File: src/rtl/jsm_pkg.sv
package jsm_pkg;
  localparam logic [7:0] CH_COMMA = 8'hBC;
  localparam logic [7:0] CH_ILA_START = 8'h1C;
  localparam logic [7:0] CH_LANE_ALIGN = 8'h7C;
  localparam logic [7:0] CH_FRAME_ALIGN = 8'hFC;

  localparam int CAUSE_W = 3;
  typedef enum int {
    CAUSE_LOCK = 0,
    CAUSE_COMMA_EXIT = 1,
    CAUSE_MISPLACE = 2
  } cause_idx_e;
endpackage

File: src/rtl/jsm_mf_tracker.sv
module jsm_mf_tracker #(
  parameter int MF_LEN = 32,
  localparam int POS_W = $clog2(MF_LEN)
) (
  input  logic             clk,
  input  logic             rst,
  input  logic             sysref,
  output logic             aligned,
  output logic             mf_last,
  output logic [POS_W-1:0] pos
);
  localparam logic [POS_W-1:0] LAST = POS_W'(MF_LEN - 1);
  logic sref_q;

  always_ff @(posedge clk) begin
    if (rst) begin
      sref_q  <= 1'b0;
      aligned <= 1'b0;
      pos     <= '0;
    end else begin
      sref_q <= sysref;
      if (!aligned && sysref && !sref_q) begin
        aligned <= 1'b1;
        pos     <= '0;
      end else if (aligned) begin
        pos <= (pos == LAST) ? '0 : pos + 1'b1;
      end
    end
  end

  assign mf_last = aligned && (pos == LAST);


  mf_wrap_chk: assert property (@(posedge clk) disable iff (rst)
    (aligned && pos == LAST) |=> (pos == '0));
endmodule

File: src/rtl/jsm_lane_check.sv
module jsm_lane_check
  import jsm_pkg::*;
#(
  parameter int MISPLACE_LIMIT = 8,
  parameter int CNT_W = 8
) (
  input  logic             clk,
  input  logic             rst,
  input  logic [7:0]       data,
  input  logic             ctrl,
  input  logic             vld,
  input  logic             cgs_ok,
  input  logic             link_up,
  input  logic             aligned,
  input  logic             mf_last,
  output logic             trig_comma,
  output logic             trig_misplace,
  output logic [CNT_W-1:0] err_cnt
);
  localparam int RUN_W = $clog2(MISPLACE_LIMIT + 1);
  localparam logic [RUN_W-1:0] RUN_TOP = RUN_W'(MISPLACE_LIMIT - 1);

  logic             in_comma;
  logic [RUN_W-1:0] run;
  logic act, is_comma, is_start, is_align, misplaced, placed, run_full;

  always_comb begin
    act       = vld && cgs_ok;
    is_comma  = ctrl && (data == CH_COMMA);
    is_start  = ctrl && (data == CH_ILA_START);
    is_align  = ctrl && (data == CH_LANE_ALIGN);
    misplaced = act && aligned && is_align && !mf_last;
    placed    = act && aligned && is_align && mf_last;
    run_full  = misplaced && (run == RUN_TOP);
  end

  assign trig_comma    = link_up && act && in_comma && !is_comma && !is_start;
  assign trig_misplace = link_up && run_full;

  always_ff @(posedge clk) begin
    if (rst || !cgs_ok) begin
      in_comma <= 1'b0;
      run      <= '0;
    end else if (act) begin
      in_comma <= is_comma;
      if (placed || run_full) run <= '0;
      else if (misplaced)     run <= run + 1'b1;
    end
  end

  always_ff @(posedge clk) begin
    if (rst) err_cnt <= '0;
    else if (misplaced && (err_cnt != {CNT_W{1'b1}})) err_cnt <= err_cnt + 1'b1;
  end


  run_bound_chk: assert property (@(posedge clk) disable iff (rst)
    run < RUN_W'(MISPLACE_LIMIT));

  err_mono_chk: assert property (@(posedge clk) disable iff (rst)
    err_cnt >= $past(err_cnt));

  idle_hold_chk: assert property (@(posedge clk) disable iff (rst)
    !vld |=> (err_cnt == $past(err_cnt)));
endmodule

File: src/rtl/jsm_sync_ctrl.sv
module jsm_sync_ctrl
  import jsm_pkg::*;
#(
  parameter int NUM_LANES = 4,
  parameter int HOLD_LEN = 32
) (
  input  logic                 clk,
  input  logic                 rst,
  input  logic [NUM_LANES-1:0] cgs_ok,
  input  logic [NUM_LANES-1:0] trig_comma,
  input  logic [NUM_LANES-1:0] trig_misplace,
  input  logic                 cause_clr,
  output logic                 sync_n,
  output logic [CAUSE_W-1:0]   cause
);
  localparam int HOLD_W = $clog2(HOLD_LEN + 1);

  logic [HOLD_W-1:0]  hold;
  logic [CAUSE_W-1:0] hit;
  logic               any_hit;

  always_comb begin
    hit = '0;
    hit[CAUSE_LOCK]       = sync_n && !(&cgs_ok);
    hit[CAUSE_COMMA_EXIT] = |trig_comma;
    hit[CAUSE_MISPLACE]   = |trig_misplace;
    any_hit = |hit;
  end

  always_ff @(posedge clk) begin
    if (rst) begin
      sync_n <= 1'b0;
      hold   <= '0;
      cause  <= '0;
    end else begin
      if (any_hit) begin
        sync_n <= 1'b0;
        hold   <= HOLD_W'(HOLD_LEN);
      end else if (hold != '0) begin
        hold <= hold - 1'b1;
      end else if (&cgs_ok) begin
        sync_n <= 1'b1;
      end
      cause <= (cause_clr ? '0 : cause) | hit;
    end
  end


  lock_drop_chk: assert property (@(posedge clk) disable iff (rst)
    (sync_n && !(&cgs_ok)) |=> !sync_n);

  comma_drop_chk: assert property (@(posedge clk) disable iff (rst)
    (|trig_comma) |=> !sync_n);

  hold_release_chk: assert property (@(posedge clk) disable iff (rst)
    $rose(sync_n) |-> ($past(hold) == '0));

  cause_sticky_chk: assert property (@(posedge clk) disable iff (rst)
    !cause_clr |=> ((cause & $past(cause)) == $past(cause)));
endmodule

File: src/rtl/jrx_sync_monitor.sv
module jrx_sync_monitor
  import jsm_pkg::*;
#(
  parameter int NUM_LANES = 4,
  parameter int FRAMES_PER_MF = 32,
  parameter int OCTETS_PER_FRAME = 1,
  parameter int MISPLACE_LIMIT = 8,
  parameter int CNT_W = 8
) (
  input  logic                       clk,
  input  logic                       rst,
  input  logic                       sysref,
  input  logic                       cause_clr,
  input  logic [NUM_LANES*8-1:0]     lane_data,
  input  logic [NUM_LANES-1:0]       lane_ctrl,
  input  logic [NUM_LANES-1:0]       lane_vld,
  input  logic [NUM_LANES-1:0]       lane_cgs_ok,
  output logic                       sync_n,
  output logic [CAUSE_W-1:0]         cause,
  output logic [NUM_LANES*CNT_W-1:0] lane_err_cnt
);
  localparam int MF_LEN = FRAMES_PER_MF * OCTETS_PER_FRAME;
  localparam int POS_W = $clog2(MF_LEN);

  logic             aligned, mf_last;
  logic [POS_W-1:0] pos;
  logic [NUM_LANES-1:0] trig_comma, trig_misplace;

  jsm_mf_tracker #(.MF_LEN(MF_LEN)) u_mf (
    .clk(clk), .rst(rst), .sysref(sysref),
    .aligned(aligned), .mf_last(mf_last), .pos(pos)
  );

  for (genvar g = 0; g < NUM_LANES; g++) begin : g_lane
    jsm_lane_check #(.MISPLACE_LIMIT(MISPLACE_LIMIT), .CNT_W(CNT_W)) u_lane (
      .clk(clk), .rst(rst),
      .data(lane_data[g*8 +: 8]), .ctrl(lane_ctrl[g]),
      .vld(lane_vld[g]), .cgs_ok(lane_cgs_ok[g]),
      .link_up(sync_n), .aligned(aligned), .mf_last(mf_last),
      .trig_comma(trig_comma[g]), .trig_misplace(trig_misplace[g]),
      .err_cnt(lane_err_cnt[g*CNT_W +: CNT_W])
    );
  end

  jsm_sync_ctrl #(.NUM_LANES(NUM_LANES), .HOLD_LEN(MF_LEN)) u_ctrl (
    .clk(clk), .rst(rst), .cgs_ok(lane_cgs_ok),
    .trig_comma(trig_comma), .trig_misplace(trig_misplace),
    .cause_clr(cause_clr), .sync_n(sync_n), .cause(cause)
  );


  reset_idle_chk: assert property (@(posedge clk)
    $past(rst) |-> (cause == '0 && lane_err_cnt == '0 && (!sync_n || &$past(lane_cgs_ok))));
endmodule

File: config.mk
export PLATFORM = sky130hd
export DESIGN_NAME = jrx_sync_monitor
export DESIGN_NICKNAME = d
export VERILOG_FILES = /design/src/rtl/jsm_pkg.sv /design/src/rtl/jsm_mf_tracker.sv /design/src/rtl/jsm_lane_check.sv /design/src/rtl/jsm_sync_ctrl.sv /design/src/rtl/jrx_sync_monitor.sv
export SDC_FILE = /design/constraint.sdc
export NUM_CORES = 1
export LEC_CHECK = 0
export BUFFER_PORTS_ARGS = -buffer_cell sky130_fd_sc_hd__clkbuf_2
export CELL_PAD_IN_SITES_DETAIL_PLACEMENT = 0
export CELL_PAD_IN_SITES_GLOBAL_PLACEMENT = 1
export CORE_UTILIZATION = 39
export CTS_CLUSTER_DIAMETER = 50
export DETAILED_ROUTE_END_ITERATION = 10
export GPL_TIMING_DRIVEN = 1
export PLACE_DENSITY = 0.83
export SLEW_MARGIN = 20
export SYNTH_ARGS = -nofsm -noshare
export SYNTH_HDL_FRONTEND = slang
export SYNTH_SLANG_ARGS = --single-unit
File: constraint.sdc
create_clock -name clk -period 3.1 [get_ports clk]
set_input_delay 0.31 -clock clk [delete_from_list [all_inputs] [get_ports clk]]
set_output_delay 0.31 -clock clk [all_outputs]
set_load 0.05 [all_outputs]
## Word level (Yosys, flattened, before mapping)

Cells that the tools add are included.

| cells by class | value |
|---|---|
| reductions and logical operators | 105 |
| mux-type cells | 12 |
| add/sub/neg operators | 10 |
| equality and inequality tests | 21 |
| bitwise operators | 2 |

Operators by type and width:

| cell | count |
|---|---|
| logical AND 1 bit | 64 |
| adder 8 x 1 -> 8 bit (second input constant) | 4 |
| equality test 8 x 5 -> 1 bit (second input constant) | 4 |
| equality test 8 x 7 -> 1 bit (second input constant) | 4 |
| equality test 8 bit (second input constant) | 4 |
| 2-to-1 mux 4 bit | 8 |
| != test 8 bit (second input constant) | 4 |
| adder 4 x 1 -> 4 bit (second input constant) | 4 |
| equality test 4 x 3 -> 1 bit (second input constant) | 4 |
| zero test 1 bit | 16 |
| 2-to-1 mux 6 bit | 2 |
| nonzero test 2 bit | 5 |
| OR reduction 10 bit | 1 |
| OR reduction 9 bit | 1 |
| logical OR 1 bit | 8 |
| AND reduction 2 bit | 4 |
| OR reduction 4 bit | 2 |
| nonzero test 6 bit | 1 |
| subtractor 6 x 1 -> 6 bit (second input constant) | 1 |
| adder 5 x 1 -> 5 bit (second input constant) | 1 |
| equality test 5 bit (second input constant) | 1 |
| 2-to-1 mux 5 bit | 1 |
| AND reduction 5 bit | 1 |
| AND reduction 4 bit | 1 |
| 4 further kinds | 4 |

| storage, ports and cells | value |
|---|---|
| output and inout bits | 36 |
| register bits after elaboration | 69 |
| logic and storage cells | 169 |
| input port bits | 48 |

## Depth between registers and ports, before layout

| depth | value |
|---|---|
| depth after elaboration | 8 |
| gate-level depth with buffers | 11 |

## Cells and area by module

A second synthesis with hierarchy kept.

| second synthesis, totals | value |
|---|---|
| cell total of the unflattened synthesis | 437 |
| area, all modules | 3902.5 um^2 |

Modules (own cells, without submodules):

| module | area each (um^2) | cells each | seq. area each (um^2) | instances |
|---|---|---|---|---|
| jsm_lane_check | 772.0 | 88 | 260.2 | 4 |
| jsm_sync_ctrl | 513.0 | 53 | 200.2 | 1 |
| jsm_mf_tracker | 301.5 | 32 | 140.1 | 1 |

## Least setup slack after synthesis

OpenSTA, ideal clock, no wires.

| timing | value |
|---|---|
| kind | register to register |
| start | reg u_mf.pos[0] |
| end | reg g_lane[2].u_lane.err_cnt[7] |
| setup time | 0.060 ns |
| buffers on the path | 2 |
| setup slack | 0.643 ns |
| arrival time | 2.397 ns |
| period minus slack after synthesis | 2.457 ns |
| stages on the path, launching flop included | 10 |
| cell sequence | dfxtp_1 > ha_1 > and3_1 > ha_1 > clkbuf_1 > and2_1 > clkbuf_1 > nor4_2 > or4b_2 > nand2_1 |

| between the ends | value |
|---|---|
| word-level cells in the longest chain between the ends | 5 |

RTL lines:

| what | line | RTL |
|---|---|---|
| from (decl) | jsm_mf_tracker.sv:10 | `output logic [POS_W-1:0] pos` |
| from (signal assigned) | jsm_mf_tracker.sv:26 | `pos <= (pos == LAST) ? '0 : pos + 1'b1;` |
| equality test 5 bit | jsm_mf_tracker.sv:31 | `assign mf_last = aligned && (pos == LAST);` |
| logical AND 1 bit | jsm_mf_tracker.sv:31 |  |
| zero test 1 bit | jsm_lane_check.sv:32 | `misplaced = act && aligned && is_align && !mf_last;` |
| logical AND 1 bit | jsm_lane_check.sv:32 |  |
| logical AND 1 bit | jsm_lane_check.sv:53 | `else if (misplaced && (err_cnt != {CNT_W{1'b1}})) err_cnt <= err_cnt + 1'b1;` |
| to (signal assigned) | jsm_lane_check.sv:53 |  |
| to (decl) | jsm_lane_check.sv:18 | `output logic [CNT_W-1:0] err_cnt` |

No other way between the ends.
A chain may end at the register's enable or synchronous reset.

## Worst setup path after layout

Ends and elaborated chain as after synthesis.

==> results_dict.tcl <==
set metrics [dict create \
    slew-limit-headroom_pct 57.7 \
    irDropWorstVdd_mv 0.187 \
    p_int_mw 1.38 \
    synth_fp_nets 490 \
    ctsLongestPathBuffers 2 \
    synth_seq_area_share_pct 38.7 \
    core_mm2 0.00881 \
    r2r-start "u_mf.pos[0]" \
    nFillCells 881 \
    reg2reg_slack_ps 520 \
    syn_inst 431 \
    fin_area_mm2 0.00428 \
    rows 34 \
    first_pass_iters 8 \
    via_per_inst 5.37 \
    cts_setup_buffers 0 \
    final_cells 629 \
    wl_um 8470 \
    cts_hold_buf 0 \
    p_comb_share_pct 15.5 \
    power_density_mw_per_mm2 444 \
    violations "design-rule violations" \
    ys_warn_count 0 \
    cp_data_required_time_ps 3380 \
    fp.dieW_um 97.7 \
    p_leak_nw 1.69 \
    synth_edf_count 0 \
    diodes 0 \
    gp_congestion 0.838 \
    vias 3378 \
    path_max_fanout 10 \
    timing.hold.ws_ps 211 \
    antenna_found_initial 0 \
    dp.cells 613 \
    timing.reg2reg.worst_path_depth 7 \
    slew_violations 0 \
    dp_hpwl_um 6400 \
    grt_usage_pct 18.1 \
    cts-buffers-inserted 9 \
    drc 14 \
    synthToLayoutAreaGrowth_pct 20.0 \
    setup_viol 0 \
    hold_end "u_mf.sref_q" \
    min_period_ps 2580 \
    grt_pass1_wl_um 14200 \
    tritoncts "yes" \
    crit_type "register to register" \
    tns_ps 0 \
    async_flop_share_pct 0 \
    finalHoldViolCount 0 \
    worstPathArrival_ps 2860 \
    portBuffers 83 \
    cts_resized 0 \
    finalClockSkew_ps 7.70 \
    ant_nets 0 \
    hold_class "input port to register" \
    rsz0062_at_grt "false" \
    start_kind "register" \
    min_from "sysref" \
    switching_share_pct 27.4 \
    synth.avg_cell_area_um2 8.28 \
    post_drt_wl_per_cell_um 13.5 \
    seq_power_share_pct 50.3 \
    htreeDepth 3 \
    fin_util_pct 48.7 \
    fin_ws_ps 523 \
    cts_sinks 69 \
    synth-main-ff-cell "dfxtp_1" \
    tightestPinTransition_ps 629 \
    ys_types 47 \
    power_mw 1.90 \
    clkLatencyLatePin_ps 340 \
    power_frac_clock_pct 34.2 \
    drt_iter0_markers 116 \
    end_kind "register" \
    nets 575 \
    grt_pass1_vias 3072 \
    period_share_pct 83.1 \
    maxCapViolCount 0 \
    drive_above_1_share_pct 23.2 \
    grt_max_degree 37 \
    status "complete, but fails checks" \
    whs_path_depth 2 \
    dieArea_mm2 0.00954 \
    syn_area_mm2 0.00357 \
    ios 84 \
    die_y_um 97.7 \
    p_switching_mw 0.521 \
    r2r-end "g_lane[2].u_lane.err_cnt[7]" \
    initial_core_util_pct 40.5 \
    clockRootBuffer "clkbuf_8" \
    ys_ff_latch 69 \
    grt_overflow 0 \
    clk_pin_slew_ps 80 \
    fmax_ghz 0.388 \
    place_area_mm2 0.00411 \
    preCtsSetupSlack_ps 525 \
]
-- synth_stat cells, drive strengths merged (8+ instances only) --
library cell / instances / area (µm²)
a21oi: 38 / 190
and3: 10 / 62.6
clkbuf: 13 / 48.8
dfxtp: 69 / 1380
ha: 11 / 138
inv: 9 / 33.8
mux2: 8 / 90.1
nand2: 28 / 105
nand2b: 10 / 62.6
nand3: 19 / 95.1
nand4: 17 / 106
nor2: 54 / 203
nor2b: 10 / 62.6
nor3: 18 / 90.1
nor4: 8 / 56.3
o21ai: 14 / 70.1
or4: 11 / 86.3
xnor2: 13 / 114
-- routing by layer --
layer / wire, µm / part of all wire [%] / track usage [%] / vias up
met5: 0 / 0 / 0 / -
met4: 78 / 0.92 / 5.24 / 0
met3: 344 / 4.1 / 3.17 / 6
met2: 4120 / 49 / 31.8 / 67
met1: 3930 / 46 / 22.7 / 1561
li1: - / - / - / 1744
-- power groups by stage --
stage / Combinational (mW) / Sequential (mW) / Clock (mW)
global placement: 0.285 / 0.974 / 0
floorplan: 0.213 / 0.971 / 0
finish: 0.295 / 0.955 / 0.650
CTS: 0.297 / 0.954 / 0.665
detailed placement: 0.295 / 0.975 / 0
global route: 0.339 / 0.961 / 0.712
-- cell families (layout without fill, tap and decap cells) --
group | count (synthesis) | count (layout) | share of synthesized area [%]
mux | 12 | 12 | 3.65
buf+inv | 26 | 116 | 2.80
simple gates | 227 | 227 | 35.7
xor+xnor | 20 | 20 | 4.91
fa+ha+maj | 11 | 11 | 3.86
compound gates | 66 | 66 | 10.4
flops | 69 | 69 | 38.7
-- worst max-delay path by stage --
stage                  start                     endpoint  slack, ps  cells after the start
6_report         u_mf.pos[0]  g_lane[2].u_lane.err_cnt[7]        520                      7
5_1_grt          u_mf.pos[0]               u_ctrl.hold[5]        410                      7
3_3_place_gp   lane_data[23]  g_lane[2].u_lane.err_cnt[7]        580                      6
4_1_cts          u_mf.pos[0]  g_lane[2].u_lane.err_cnt[7]        520                      7
2_1_floorplan    u_mf.pos[0]  g_lane[2].u_lane.err_cnt[7]        640                      9
3_5_place_dp   lane_data[16]  g_lane[2].u_lane.err_cnt[7]        530                      6
-- sequential cells by signal (all words and copies together), names as in the netlist --
signal and cells:
u_mf.sref_q 1, u_mf.aligned 1, u_ctrl.cause 3, u_ctrl.hold 6, u_mf.pos 5, g_lane.u_lane.in_comma 4, u_ctrl.sync_n 1, g_lane.u_lane.err_cnt 32
g_lane.u_lane.run 16
-- cell type report --
type	instances	area (µm²)	share of cell area, %
repair buffers	91	475	11.1
clock inverters	3	21.3	0.496
multi-input cells	336	2090	48.7
well taps	108	135	3.15
flip-flops and latches	69	1380	32.2
clock buffers	13	149	3.48
inverters	9	33.8	0.789
-- critical path, stage by stage (launching register included) --
cell	delay, ps
dfxtp_1	340
ha_1	210
and3_1	180
ha_1	300
and2_1	320
nor4_2	490
or4b_2	620
nand2_1	80
-- layout by cell type (no fill, tap or decap), types with 3 or more instances in the layout --
| cell | count |
|---|---|
| nor2b_1 | 10 |
| buf_4 | 8 |
| clkbuf_8 | 10 |
| o21ai_0 | 14 |
| and4_1 | 5 |
| nor4b_1 | 3 |
| nor4_1 | 7 |
| or4b_2 | 3 |
| xor2_1 | 7 |
| nand2_1 | 28 |
| and3_1 | 10 |
| o31ai_1 | 4 |
| clkbuf_1 | 3 |
| mux2_2 | 8 |
| nand2b_1 | 10 |
| or4_1 | 10 |
| nand4_1 | 17 |
| nand3b_1 | 5 |
| or3_1 | 6 |
| nand4b_1 | 4 |
| inv_1 | 9 |
| clkbuf_2 | 83 |
| nor2_1 | 54 |
| xnor2_1 | 13 |
| nor3_1 | 18 |
| and2_1 | 3 |
| nor3b_1 | 3 |
| dfxtp_1 | 69 |
| mux2i_1 | 4 |
| a21oi_1 | 38 |
| nand3_1 | 19 |
| ha_1 | 11 |
Power figures use the tool's default switching activity.
